File: src/rtl/bcd_calendar.sv
module bcd_calendar #(
  parameter int TICK_DIV = 4
) (
  input  logic       clk,
  input  logic       rst_n,
  input  logic       tick_en,
  input  logic       freeze,
  input  logic       wr_en,
  input  logic [2:0] wr_addr,
  input  logic [7:0] wr_data,
  input  logic [2:0] rd_addr,
  output logic [7:0] rd_data
);
  localparam int DIV_W = (TICK_DIV > 1) ? $clog2(TICK_DIV) : 1;
  localparam logic [DIV_W-1:0] DIV_MAX = DIV_W'(TICK_DIV - 1);
  localparam logic [63:0] RST_IMAGE = 64'h00_01_01_01_00_00_00_00;

  logic [7:0] cs, yr;
  logic [6:0] sec, min;
  logic [5:0] hr, date;
  logic [4:0] mon;
  logic [2:0] dow;
  logic       stop, cen_en, cen;
  logic [DIV_W-1:0] div;
  logic [7:0][7:0] run_w, usr_q;

  function automatic logic [7:0] bcd_inc(input logic [7:0] v);
    return (v[3:0] == 4'd9) ? {v[7:4] + 4'd1, 4'h0} : {v[7:4], v[3:0] + 4'd1};
  endfunction

  assign run_w = {yr, 3'b0, mon, 2'b0, date, 5'b0, dow, cen_en, cen, hr, 1'b0, min, stop, sec, cs};
  assign rd_data = usr_q[rd_addr];

  logic [6:0] yr_bin;
  logic       leap;
  logic [5:0] last_day;
  assign yr_bin = 7'(yr[7:4]) * 7'd10 + 7'(yr[3:0]);
  assign leap   = (yr_bin[1:0] == 2'b00);

  always_comb begin
    case (mon)
      5'h02:                      last_day = leap ? 6'h29 : 6'h28;
      5'h04, 5'h06, 5'h09, 5'h11: last_day = 6'h30;
      default:                    last_day = 6'h31;
    endcase
  end

  logic step, c_cs, c_sec, c_min, c_hr, c_date, c_mon, c_yr;
  assign step   = tick_en && !stop && (div == DIV_MAX);
  assign c_cs   = step   && (cs   == 8'h99);
  assign c_sec  = c_cs   && (sec  == 7'h59);
  assign c_min  = c_sec  && (min  == 7'h59);
  assign c_hr   = c_min  && (hr   == 6'h23);
  assign c_date = c_hr   && (date == last_day);
  assign c_mon  = c_date && (mon  == 5'h12);
  assign c_yr   = c_mon  && (yr   == 8'h99);

  always_ff @(posedge clk or negedge rst_n) begin
    if (!rst_n) begin
      cs <= 8'h00; sec <= 7'h00; stop <= 1'b0; min <= 7'h00;
      hr <= 6'h00; cen_en <= 1'b0; cen <= 1'b0; dow <= 3'd1;
      date <= 6'h01; mon <= 5'h01; yr <= 8'h00;
      div <= '0;
    end else if (wr_en) begin
      cs  <= 8'h00;
      div <= '0;
      case (wr_addr)
        3'd1: {stop, sec} <= wr_data;
        3'd2: min <= wr_data[6:0];
        3'd3: {cen_en, cen, hr} <= wr_data;
        3'd4: dow <= wr_data[2:0];
        3'd5: date <= wr_data[5:0];
        3'd6: mon <= wr_data[4:0];
        3'd7: yr <= wr_data;
        default: ;
      endcase
    end else if (tick_en && !stop) begin
      div <= (div == DIV_MAX) ? '0 : div + 1'b1;
      if (step)   cs   <= c_cs ? 8'h00 : bcd_inc(cs);
      if (c_cs)   sec  <= c_sec ? 7'h00 : 7'(bcd_inc({1'b0, sec}));
      if (c_sec)  min  <= c_min ? 7'h00 : 7'(bcd_inc({1'b0, min}));
      if (c_min)  hr   <= c_hr ? 6'h00 : 6'(bcd_inc({2'b0, hr}));
      if (c_hr)   dow  <= (dow == 3'd7) ? 3'd1 : dow + 3'd1;
      if (c_hr)   date <= c_date ? 6'h01 : 6'(bcd_inc({2'b0, date}));
      if (c_date) mon  <= c_mon ? 5'h01 : 5'(bcd_inc({3'b0, mon}));
      if (c_mon)  yr   <= c_yr ? 8'h00 : bcd_inc(yr);
      if (c_yr && cen_en) cen <= ~cen;
    end
  end

  always_ff @(posedge clk or negedge rst_n) begin
    if (!rst_n)       usr_q <= RST_IMAGE;
    else if (!freeze) usr_q <= run_w;
  end

  p_wr_zero_subsec_r6: assert property (@(posedge clk) disable iff (!rst_n)
    wr_en |=> (run_w[0] == 8'h00));
  p_stop_holds_time_r7: assert property (@(posedge clk) disable iff (!rst_n)
    (stop && !wr_en) |=> $stable(run_w));
  p_view_frozen_r8: assert property (@(posedge clk) disable iff (!rst_n)
    freeze |=> $stable(usr_q));
  p_view_follows_r8: assert property (@(posedge clk) disable iff (!rst_n)
    !freeze |=> (usr_q == $past(run_w)));
  p_century_hold_r5: assert property (@(posedge clk) disable iff (!rst_n)
    (!wr_en && !cen_en) |=> $stable(cen));
  p_dow_wrap_r3: assert property (@(posedge clk) disable iff (!rst_n)
    (!wr_en && c_hr && dow == 3'd7) |=> (dow == 3'd1));
endmodule

File: config.mk
export PLATFORM = sky130hd
export DESIGN_NAME = bcd_calendar
export DESIGN_NICKNAME = d
export VERILOG_FILES = /design/src/rtl/bcd_calendar.sv
export SDC_FILE = /design/constraint.sdc
export NUM_CORES = 1
export LEC_CHECK = 0
export BUFFER_PORTS_ARGS = -buffer_cell sky130_fd_sc_hd__buf_2
export CORE_AREA = 2 2 122 124
export CTS_CLUSTER_SIZE = 28
export DETAILED_ROUTE_END_ITERATION = 7
export DIE_AREA = 0 0 124 126
export PLACE_DENSITY = 0.68
export SYNTH_ARGS = -nofsm -noshare
export SYNTH_HDL_FRONTEND = slang
export SYNTH_SLANG_ARGS = --single-unit
File: constraint.sdc
create_clock -name clk -period 2.1 [get_ports clk]
set_input_delay 0 -clock clk [delete_from_list [all_inputs] [get_ports clk]]
set_output_delay 0 -clock clk [all_outputs]
set_load 0.02 [all_outputs]
# == Word level (Yosys, flattened, before mapping) ==
# Cells that the tools add are included.
# W data, S select, Z words.
# totals
ff_bits,108
latch_bits,0
mem_bits_rw,0
rom_bits,0
output_inout_bits,8
elab_cells,186
mem_count,0
# classes
n_addsub,17
mul,1
div,0
n_lt_le_gt_ge,1
n_eq_ne,35
shifts,0
n_mux,57
bitwise,1
reduce_logical,47
# op_table
op,count
$mux W8,12
$mux W7,12
$mux W6,12
$add A4 B1 Y4 const B,9
$mux W5,6
$eq A4 B4 Y1 const B,7
$reduce_and A3 Y1,9
$bmux W8 S3,1
$reduce_and A4 Y1,6
$reduce_bool A3 Y1,7
$reduce_bool A2 Y1,9
$eq A8 B8 Y1 const B,2
$eq A3 B3 Y1 const B,5
$mux W3,5
$eq A7 B7 Y1 const B,2
$ne A2 B1 Y1 const B,7
$eq A5 B3 Y1 const B,2
$eq A5 B5 Y1 const B,2
$logic_and A1 B1 Y1,10
$pmux W5 S2,1
$add A3 B1 Y3 const B,3
$add A2 B1 Y2 const B,3
$eq A3 B2 Y1 const B,2
$eq A6 B6 Y1,1
16 further kinds,24

# == Longest topological paths before layout ==
# Gate-level depths: netlist of run 1.
# logic_depth
ltp_word,14
depth_mapped,9
ltp_nobuf,8

# == Worst setup path after synthesis of run 1 ==
# No wires, ideal clock.
# synth_timing
kind,flip-flop to flip-flop
start,register min[1]
end,register yr[0]
setup_ns,0.128
arrival_time_ns,2.194
path_slack_ns,-0.222
stages_incl_launch_ff,9
n_path_buf,0
period_less_slack_ns,2.322
path_cell_list,dfrtp_1 > inv_1 > ha_1 > and3b_1 > nand4_1 > nor4_1 > o2111ai_2 > a21boi_2 > mux2_1
# synth_between
elab_chain_len,10
word_cells_on_any_way,12
classes_between,1 x eq/ne; 4 x mux; 7 x reduce/logical
# synth_rtl
element,line,source
from (decl),19,"logic [6:0] sec, min;"
from (signal assigned),69,3'd2: min <= wr_data[6:0];
from (signal assigned),81,"if (c_sec) min <= c_min ? 7'h00 : 7'(bcd_inc({1'b0, min}));"
$eq A7 B7 Y1 *,52,assign c_min = c_sec && (min == 7'h59);
$logic_and A1 B1 Y1 *,52,
$logic_and A1 B1 Y1 *,53,assign c_hr = c_min && (hr == 6'h23);
$logic_and A1 B1 Y1 *,54,assign c_date = c_hr && (date == last_day);
$logic_and A1 B1 Y1 *,55,assign c_mon = c_date && (mon == 5'h12);
$logic_and A1 B1 Y1,56,assign c_yr = c_mon && (yr == 8'h99);
$mux W8 (2 in a row),86,if (c_mon) yr <= c_yr ? 8'h00 : bcd_inc(yr);
$mux W8,77,end else if (tick_en && !stop) begin
$mux W8,64,end else if (wr_en) begin
to (signal assigned),74,3'd7: yr <= wr_data;
to (signal assigned),86,
to (decl),18,"logic [7:0] cs, yr;"
# Mark *: on every way between the ends. The rest lies on a longest branch, timed or not. The select of a mux whose other input is x is not followed.
# A chain may end at the register's enable or synchronous reset.

# == Worst setup path after layout of run 1 ==
# layout_timing
start,register hr[4]
end,register yr[5]
# layout_between
elab_chain_len,9
word_cells_on_any_way,12
classes_between,1 x eq/ne; 4 x mux; 7 x reduce/logical
# layout_rtl
element,line,source
from (decl),20,"logic [5:0] hr, date;"
from (signal assigned),70,"3'd3: {cen_en, cen, hr} <= wr_data;"
from (signal assigned),82,"if (c_min) hr <= c_hr ? 6'h00 : 6'(bcd_inc({2'b0, hr}));"
$eq A6 B6 Y1 *,53,
$logic_and A1 B1 Y1 *,53,
$logic_and A1 B1 Y1 *,54,
$logic_and A1 B1 Y1 *,55,
$logic_and A1 B1 Y1,56,
$mux W8 (2 in a row),86,
$mux W8,77,
$mux W8,64,
# Marked as above.

==> results of run 1 <==
through the flow:
step	hold slack (ns)	worst slack (ns)
2_1_floorplan	-0.2956	-0.08509
3_3_place_gp	-0.01694	-0.1590
3_5_place_dp	-0.01094	-0.1958
4_1_cts	0.07389	-0.1383
5_1_grt	0.08635	-0.3559
6_report	0.09670	-0.2857
report_power, final:
group	leakage (nW)	switching, W	internal [W]	total (W)
clock network	0.126	0.000815	0.000818	0.00163
logic	2.14	0.00107	0.00113	0.00220
registers	1.30	0.000380	0.00255	0.00293
area by class of cell:
class	count	area [um^2]	area share
Inverter	29	108.9	0.01370
Timing Repair Buffer	142	1084	0.1364
Clock buffer	10	229.0	0.02882
Tap cell	184	230.2	0.02898
Multi-Input combinational cell	435	3532	0.4446
Clock inverter	6	48.80	0.006142
Sequential cell	108	2713	0.3414
registers in the layout, indices dropped and copies added (netlist names), 2 cells and up:
name,flops
div,2
usr_q,53
sec,7
min,7
mon,5
cs,8
hr,6
dow,3
yr,8
date,6
path summary, 6_finish.rpt:
path,startpoint,endpoint,cells after the start
worst min-delay path,wr_addr[0],cen_en$_DFFE_PN0P_,3
worst min register to register,usr_q[28]$_DFFE_PN0N_,usr_q[28]$_DFFE_PN0N_,2
worst max-delay path,hr[4]$_DFFE_PN0P_,yr[5]$_DFFE_PN0P_,9
max in group asynchronous,rst_n,usr_q[32]$_DFFE_PN1N_,3
min in group asynchronous,rst_n,stop$_DFFE_PN0P_,2
worst max register to register,hr[4]$_DFFE_PN0P_,yr[5]$_DFFE_PN0P_,9
cell families after synthesis:
logic type / count (synthesis)
and+or+nand+nor: 199
AOI/OAI and AO/OA: 140
DFF: 108
muxes: 67
buffers and inverters: 55
adders and majority gates: 24
xor gates and xnor gates: 4
worst reg2reg max path: stages (launching register included):
cell      delay, ns
dfrtp_1        0.40
inv_2          0.06
ha_1           0.14
and4bb_1       0.25
nand4_1        0.28
a211oi_2       0.33
buf_4          0.17
o2111a_2       0.29
o31ai_2        0.07
mux2_4         0.27
per-layer routing:
metal	global-route usage	vias up	wire, um
li1	-	2441	-
met1	0.3386	2666	8022
met2	0.3591	224	8428
met3	0.03034	48	959
met4	0.1110	0	690
met5	0	-	0
what timing repair did:
item	CTS	global route
hold buffers	4	0
gates cloned	1	0
buffers inserted	13	8
endpoints found under the setup margin	30	37
pin swaps	22	25
resized for setup	42	37
hold endpoints to repair	38	0
layout by cell type (no fill, tap or decap), drive strengths merged, types with 4 or more instances in the layout:
cell         netlist  final
nand2             70     70
a31oi              6      6
o21a               5      5
and2               6      6
mux2              53     53
buf                6    138
o31a               4      4
dfstp              6      6
dlygate4sd3        0      4
clkbuf            20     10
nand3b             9      9
and3b              4      4
nand4              9      9
o31ai              6      6
nor3b              5      5
mux2i              5      5
ha                24     24
o211ai             9      9
nor2              28     28
nand2b             9      9
a21oi             24     24
nor3              14     14
mux4               9      9
dfrtp            102    102
nand3             17     17
nor2b              4      4
o21ai             50     50
inv               28     30
o2111ai            4      4
==> qor.csv, run 1 <==
stage,metric,value,unit
yosys,leading post-synthesis cells by cell area,"dfrtp_1, mux2_2, ha_1, nand2_1, o21ai_0",
clock_network,clock sinks,108,
yosys,Post-Syn Area per Cell,10.26,um^2
timing,Fin. Hold Viols,0,
timing,RSZ-0062 raised after global routing,true,
yosys,mux share of post-synthesis cell area,0.1399,
clock_network,CTS tree,done,
worst_setup_path,CP Data Required Time,2.34,ns
global_route,vias in the first global route,5272,
worst_setup_path,CP cell instances,inv_2 -> ha_1 -> and4bb_1 -> nand4_1 -> a211oi_2 -> buf_4 -> o2111a_2 -> o31ai_2 -> mux2_4,
worst_setup_path,Worst path max stage delay,0.40,ns
timing,worst slew pin tran,0.6202,ns
yosys,Synth top cells by count,"dfrtp_1, nand2_1, o21ai_0, mux2_2, inv_1",
place,Post-DP Area,7169,um^2
power_and_ir_drop,Peak VDD IR,0.4248,mV
cells_and_area,utilization after layout,0.5551,
yosys,post-synthesis cell count,597,
worst_setup_path,"Max FO, Critical Path",5,
power_and_ir_drop,final total power,0.006766,W
timing,minimum clock period,2.386,ns
global_route,pin count of the biggest net entering global routing,75,
die,FP Rows,44,
clock_network,Worst-Skew Late Latency,0.35,ns
die,die height,126,um
worst_setup_path,Crit path buffers/inverters,2,
worst_setup_path,crit path kind,reg -> reg,
cells_and_area,final instance area,7945,um^2
routing,vias per inst,5.885,
worst_setup_path,CP arrival,2.62,ns
hold_path,Hold Crit Class,in -> reg,
worst_setup_path,Worst setup SP type,register,
cells_and_area,Area Overhead vs Synth,29.67,%
cells_and_area,layout cells sized above 1,0.3918,
yosys,sequential fraction of the synthesis area,0.4423,
place,gpl congestion,0.8929,
run_status,status,finished with violations,
yosys,"count leader, synth",dfrtp_1,
power_and_ir_drop,Leak,3.566,nW
timing,Clock Skews,0.009953,ns
die,chip width,124,um
yosys,synthesized area,6127,um^2
routing,DRC Markers,0,
cells_and_area,non-filler cells in the finished layout,914,
timing,setup TNS,-5.416,ns
global_route,first-pass GRT wire length,28170,um
cells_and_area,Fillers,1196,
yosys,Post-Synth Adder-Cell Area,0.04901,
yosys,Synth Flop Type,dfrtp_1,
global_route,total track usage,0.2375,
routing,Pre-antenna DRT Iters,5,
clock_network,H-tree levels,3,
cells_and_area,antenna cells,0,
worst_setup_path,Reg2Reg Setup Slack,-0.29,ns
yosys,synth warn,0,
cells_and_area,NumNets Final,768,
die,starting density of the core,0.4281,
yosys,Yosys cell types,75,
worst_setup_path,"CP delay by family, top",compound AO/OA/AOI/OAI gates,
timing,relative slew slack,0.5857,
run_status,failing checks,negative setup slack,
routing,DR WL/cell,19.80,um
routing,remaining antenna violation count,0,
yosys,#FFs+latches synth,108,
timing,worst setup margin,-0.2857,ns
global_route,initial antenna violation count,1,
timing,Slew Limit Fails,0,
place,dpl cells,873,
die,die area,15620,um^2
routing,initial DRC count,717,
clock_network,clock slew seen by the registers of the worst setup and hold paths,0.07,ns
yosys,cell accounting for the most synthesized area,dfrtp_1,
clock_network,CTS root buffer,clkbuf_16,
routing,vias,5379,
die,core area,14310,um^2
worst_setup_path,CP max stage cell,dfrtp_1,
yosys,Post-Synth Simple-Gate Area,0.1715,
yosys,share of the synthesized area in the top cell type,0.4166,
power_and_ir_drop,pwr dens,851.6,nW/um^2
worst_setup_path,Setup crit end kind,register,
timing,Final Setup Violations,32,
clock_network,CTS max path bufs,2,
yosys,XOR/XNOR share of the synthesized area,0.005718,
global_route,grt ovf,0,
place,I/O Buffers,26,
routing,routed wire length,18100,um
yosys,"EDFF count, synth",0,
clock_network,total CTS buffers,9,
die,IO Count,27,
yosys,Post-synth ARST share,1.000,
place,DP Wirelength,12280,um
timing,fmax,419.2,MHz
yosys,main combinational cell family by area after synthesis,simple AND/OR/NAND/NOR gates,
yosys,Syn Nets,640,
yosys,post-synthesis compound-gate area fraction,0.1560,
job,Max Cap Violations,0,
timing,Tcrit/Tclk final,1.136,
No activity file was read; power rests on OpenSTA's default activity.
==> run 2: changes to the inputs <==
Settings changed: CELL_PAD_IN_SITES_DETAIL_PLACEMENT from default to 0, CELL_PAD_IN_SITES_GLOBAL_PLACEMENT from default to 1, PLACE_DENSITY 0.68 to 0.81.
==> run 2 against run 1 <==
The flow still finishes with violations (negative setup slack). First-iteration DRC count is 38% lower. Cell area rose by 1.9%. Non-clock buffer count unchanged. Critical path type unchanged. Final cell count did not move. Fmax fell by 0.10%. Routed wire length down 3.2%. Via count decreased by 1.2%. Clock skew is 0.0031 ns higher. Register-to-register slack barely moved.
==> qor.csv, run 2 (synthesis gave the netlist of run 1 again) <==
stage,metric,value,unit
run_status,status,finished with violations,
run_status,failing checks,negative setup slack,
timing,RSZ-0062 raised after global routing,true,
clock_network,H-tree levels,3,
clock_network,clock slew seen by the registers of the worst setup and hold paths,0.08,ns
clock_network,CTS max path bufs,2,
worst_setup_path,crit path kind,reg -> reg,
die,die area,15620,um^2
clock_network,CTS tree,done,
routing,DRC Markers,0,
timing,worst slew pin tran,0.5608,ns
routing,vias per inst,5.815,
place,dpl cells,876,
timing,Tcrit/Tclk final,1.137,
cells_and_area,"most common cell after layout, fill and taps aside",dfrtp_1,
routing,routed wire length,17520,um
power_and_ir_drop,Leak,3.606,nW
worst_setup_path,CP Data Required Time,2.33,ns
die,FP Rows,44,
die,die height,126,um
global_route,pin count of the biggest net entering global routing,72,
cells_and_area,largest registers,"usr_q: 53 flops, cs: 8 flops, yr: 8 flops",
timing,minimum clock period,2.388,ns
die,starting density of the core,0.4281,
clock_network,Worst-Skew Late Latency,0.35,ns
power_and_ir_drop,Peak VDD IR,0.4395,mV
power_and_ir_drop,final total power,0.007058,W
global_route,initial antenna violation count,0,
worst_setup_path,cells on worst reg2reg path,8,
timing,Slew Limit Fails,0,
die,chip width,124,um
die,core area,14310,um^2
job,Max Cap Violations,0,
clock_network,CTS root buffer,clkbuf_16,
worst_setup_path,"Max FO, Critical Path",6,
worst_setup_path,CP arrival,2.62,ns
cells_and_area,Area Overhead vs Synth,32.16,%
worst_setup_path,Worst setup SP type,register,
global_route,grt ovf,0,
cells_and_area,largest reg by FF count,usr_q,
routing,Pre-antenna DRT Iters,5,
hold_path,Hold Crit Class,in -> reg,
cells_and_area,most frequent cells in the layout,"dfrtp_1, buf_4, nand2_1",
timing,worst setup margin,-0.2882,ns
routing,initial DRC count,447,
timing,relative slew slack,0.6261,
cells_and_area,layout cells sized above 1,0.4041,
global_route,first-pass GRT wire length,27050,um
timing,Fin. Hold Viols,0,
place,I/O Buffers,26,
power_and_ir_drop,pwr dens,871.6,nW/um^2
clock_network,clock sinks,108,
cells_and_area,antenna cells,0,
cells_and_area,Fillers,1238,
die,IO Count,27,
cells_and_area,non-filler cells in the finished layout,914,
cells_and_area,max FFs per register,53,
place,gpl congestion,0.8656,
routing,vias,5315,
place,DP Wirelength,12470,um
routing,remaining antenna violation count,0,
timing,Final Setup Violations,23,
clock_network,total CTS buffers,9,
cells_and_area,NumNets Final,768,
timing,Clock Skews,0.01303,ns
worst_setup_path,Setup crit end kind,register,
routing,DR WL/cell,19.17,um
global_route,total track usage,0.2266,
timing,fmax,418.7,MHz
global_route,vias in the first global route,5119,
hold_path,Worst Hold Path Cells,3,
[run 2: cell types whose count changed in the layout (fill, tap and decap cells not counted), sizes merged]
cell / change
bufinv: +2
clkinvlp: -1
clkbuf: -1
[run 2: path summary, 6_finish.rpt]
path	startpoint	endpoint	slack [ns]
worst max-delay path	mon[3]$_DFFE_PN0P_	yr[4]$_DFFE_PN0P_	-0.29
worst min-delay path	wr_addr[0]	cen_en$_DFFE_PN0P_	0.08
max in group asynchronous	rst_n	usr_q[32]$_DFFE_PN1N_	1.16
min in group asynchronous	rst_n	stop$_DFFE_PN0P_	0.17
worst min register to register	usr_q[13]$_DFFE_PN0N_	usr_q[13]$_DFFE_PN0N_	0.48
worst max register to register	mon[3]$_DFFE_PN0P_	yr[4]$_DFFE_PN0P_	-0.29
[run 2: worst max-delay path, stage by stage, from the launching register on]
cell and delay (ns):
dfrtp_2 0.46, buf_4 0.18, nand2b_1 0.16, or3_4 0.37
a31oi_4 0.22, buf_4 0.16, o2111a_2 0.34, o31ai_4 0.10
mux2_4 0.28
[run 2: what timing repair did]
| item | 4_1_cts | 5_1_grt |
|---|---|---|
| cloned | 1 | 0 |
| setup endpoints to repair | 31 | 36 |
| hold endpoints to repair | 39 | 0 |
| setup buffers | 4 | 15 |
| hold buffers | 4 | 0 |
| pin swaps | 27 | 28 |
| resized for setup | 38 | 52 |
[run 2: per-stage QoR]
| step | utilization | setup TNS, ns | worst slack (ns) | area, um^2 | hold WS, ns |
|---|---|---|---|---|---|
| floorplan | - | -0.5200 | -0.08509 | 6203 | -0.2956 |
| global placement | 0.5033 | -4.296 | -0.3021 | 7204 | 0.02363 |
| detailed placement | 0.5033 | -4.418 | -0.2694 | 7204 | 0.02533 |
| CTS | 0.5431 | -3.241 | -0.2760 | 7774 | 0.06980 |
| global route | 0.5657 | -5.741 | -0.3678 | 8098 | 0.1126 |
| finish | 0.5657 | -3.079 | -0.2882 | 8098 | 0.08402 |
[run 2: routing by layer]
layer | GRT usage | share of wire | up-vias | routed length [um]
met3 | 0.03623 | 0.056 | 30 | 978
met1 | 0.3380 | 0.47 | 2652 | 8170
li1 | - | - | 2449 | -
met5 | 0 | 0 | - | 0
met2 | 0.3436 | 0.46 | 184 | 8044
met4 | 0.05948 | 0.019 | 0 | 325
[run 2: layout make-up]
class	instances	area [um^2]	share of cell area
timing repair buffer	142	1104	0.1363
clock buffer	9	225.2	0.02781
sequential	108	2713	0.3350
clock inverter	7	106.4	0.01313
inverter	29	108.9	0.01344
tap	184	230.2	0.02843
multi-input combinational	435	3611	0.4459
[run 2: power by group]
part / total, W / internal [W] / switching (W) / leakage (nW)
sequential: 0.00293 / 0.00255 / 0.000376 / 1.30
clock: 0.00190 / 0.00107 / 0.000830 / 0.156
combinational: 0.00223 / 0.00115 / 0.00108 / 2.15
total: 0.00706 / 0.00477 / 0.00229 / 3.61
==> run 3: changes to the inputs <==
Settings changed: CELL_PAD_IN_SITES_DETAIL_PLACEMENT 0 to default, CELL_PAD_IN_SITES_GLOBAL_PLACEMENT 1 to default, CORE_AREA 2 2 122 124 to 10 10 122 124, DIE_AREA 0 0 124 126 to 0 0 132 134, PLACE_DENSITY 0.81 to 0.76.
==> run 3 against run 2 <==
The flow still finishes with violations (negative setup slack). Final cell count decreased by 1.4%. Clock-buffer cell count rose by 2. Hold slack got worse by 0.0028 ns. Non-clock buffer count unchanged. Register-to-register slack improved by 0.06 ns. Sequential cell count is the same.
==> qor.csv, run 3 (synthesis gave the netlist of run 1 again) <==
stage,metric,value,unit
run_status,status,finished with violations,
run_status,failing checks,negative setup slack,
clock_network,CTS root buffer,clkbuf_16,
cells_and_area,"most common cell after layout, fill and taps aside",buf_4,
place,I/O Buffers,26,
cells_and_area,most frequent cells in the layout,"buf_4, dfrtp_1, nand2_1",
routing,Pre-antenna DRT Iters,5,
routing,DRC Markers,0,
die,die area,17690,um^2
worst_setup_path,Reg2Reg Setup Slack,-0.22,ns
worst_setup_path,beginning of the critical path,mon[3]$_DFFE_PN0P_,
worst_setup_path,CP Data Required Time,2.39,ns
worst_setup_path,Worst path max stage delay,0.51,ns
power_and_ir_drop,Peak VDD IR,0.3892,mV
timing,Slew Limit Fails,0,
timing,worst setup margin,-0.2238,ns
global_route,pin count of the biggest net entering global routing,72,
clock_network,CTS tree,done,
timing,RSZ-0062 raised after global routing,true,
worst_setup_path,"Max FO, Critical Path",4,
clock_network,H-tree levels,3,
worst_setup_path,Worst setup SP type,register,
worst_setup_path,cells on worst reg2reg path,8,
power_and_ir_drop,pwr dens,871.8,nW/um^2
global_route,initial antenna violation count,0,
worst_setup_path,r2r endpoint,cen$_DFFE_PN0P_,
timing,fmax,430.3,MHz
cells_and_area,layout cells sized above 1,0.3882,
die,die height,134,um
place,DP Wirelength,12680,um
clock_network,clock slew seen by the registers of the worst setup and hold paths,0.07,ns
global_route,vias in the first global route,5425,
die,IO Count,27,
routing,initial DRC count,747,
worst_setup_path,crit path to,cen$_DFFE_PN0P_,
worst_setup_path,Setup crit end kind,register,
worst_setup_path,Crit. path cell count,8,
routing,vias,5469,
hold_path,Hold Crit Class,in -> reg,
cells_and_area,largest reg by FF count,usr_q,
place,pre-CTS setup slack,-0.2292,ns
timing,relative slew slack,0.6890,
power_and_ir_drop,Leak,3.582,nW
routing,routed wire length,18720,um
worst_setup_path,crit path kind,reg -> reg,
routing,vias per inst,6.070,
clock_network,Worst-Skew Late Latency,0.35,ns
cells_and_area,largest registers,"usr_q: 53 flops, cs: 8 flops, yr: 8 flops",
clock_network,CTS max path bufs,2,
timing,Fin. Hold Viols,0,
timing,worst slew pin tran,0.4666,ns
clock_network,clock sinks,108,
die,core area,12470,um^2
place,Post-DP Area,7087,um^2
die,chip width,132,um
worst_setup_path,Crit path buffers/inverters,2,
timing,Tcrit/Tclk final,1.107,
global_route,total track usage,0.1973,
die,FP Rows,41,
global_route,grt ovf,0,
routing,remaining antenna violation count,0,
cells_and_area,final instance area,7951,um^2
cells_and_area,antenna cells,0,
cells_and_area,max FFs per register,53,
cells_and_area,NumNets Final,767,
worst_setup_path,worst r2r src,mon[3]$_DFFE_PN0P_,
timing,Clock Skews,0.009665,ns
timing,Final Setup Violations,21,
cells_and_area,Area Overhead vs Synth,29.77,%
place,gpl congestion,0.9264,
worst_setup_path,"CP delay by family, top",simple AND/OR/NAND/NOR gates,
worst_setup_path,CP max stage cell,or4b_4,
die,starting density of the core,0.4915,
clock_network,total CTS buffers,9,
timing,hold slack,0.08126,ns
global_route,first-pass GRT wire length,28280,um
routing,DR WL/cell,20.77,um
job,Max Cap Violations,0,
worst_setup_path,CP cell instances,buf_6 -> or4b_4 -> o2111ai_4 -> a211oi_4 -> buf_4 -> and4_4 -> a311o_1 -> nand3_1,
timing,minimum clock period,2.324,ns
worst_setup_path,CP arrival,2.61,ns
## run 3: final cells by class
type	count	area (um^2)
timing repair buffer	142	1066
clock buffer	11	242.7
tap	172	215.2
fill	914	4514
inverter	29	108.9
multi-input combinational	434	3538
clock inverter	5	67.56
sequential	108	2713
## run 3: worst min-delay path by stage
stage / from / endpoint / slack [ns] / cells after the start
floorplan: rst_n / cen$_DFFE_PN0P_ / -0.30 / 0
global placement: rst_n / hr[3]$_DFFE_PN0P_ / -0.07 / 1
detailed placement: rst_n / hr[4]$_DFFE_PN0P_ / -0.07 / 1
CTS: wr_addr[0] / cen_en$_DFFE_PN0P_ / 0.06 / 3
global route: wr_addr[0] / cen_en$_DFFE_PN0P_ / 0.12 / 3
finish: wr_addr[0] / cen_en$_DFFE_PN0P_ / 0.08 / 3
## run 3: where the power goes
| group | internal, W | switching, W | leakage, nW |
|---|---|---|---|
| sequential | 0.00255 | 0.000402 | 1.30 |
| clock | 0.000978 | 0.000795 | 0.153 |
| combinational | 0.00110 | 0.00110 | 2.13 |
| total | 0.00464 | 0.00230 | 3.58 |
## run 3: timing repair
item | in CTS | in global routing
setup buffers | 21 | 10
hold buffers | 4 | 0
hold endpoints to repair | 106 | 0
resized for setup | 39 | 34
pin swaps | 19 | 23
gates cloned | 0 | 1
endpoints found under the setup margin | 28 | 38
## run 3: through the flow
step	setup TNS [ns]	cells	power, W	util
finish	-2.411	901	0.006932	0.6379
global placement	-2.570	852	0.004753	0.5685
CTS	-1.619	893	0.006743	0.6193
detailed placement	-3.139	852	0.004903	0.5685
floorplan	-0.5200	597	0.004039	-
global route	-4.281	901	0.007247	0.6379
## run 3: routing by layer
| layer | track usage | share of wire | up-vias |
|---|---|---|---|
| met3 | 0.04668 | 0.078 | 60 |
| met1 | 0.2555 | 0.42 | 2687 |
| met5 | 0 | 0 | - |
| li1 | - | - | 2441 |
| met4 | 0.07911 | 0.037 | 0 |
| met2 | 0.3119 | 0.46 | 281 |
## run 3: worst reg2reg max path, cell delays in order, from the launching register on
cell and delay, ns:
dfrtp_2 0.45, buf_6 0.13, or4b_4 0.52, o2111ai_4 0.28
a211oi_4 0.13, buf_4 0.15, and4_4 0.20, a311o_1 0.32
nand3_1 0.09
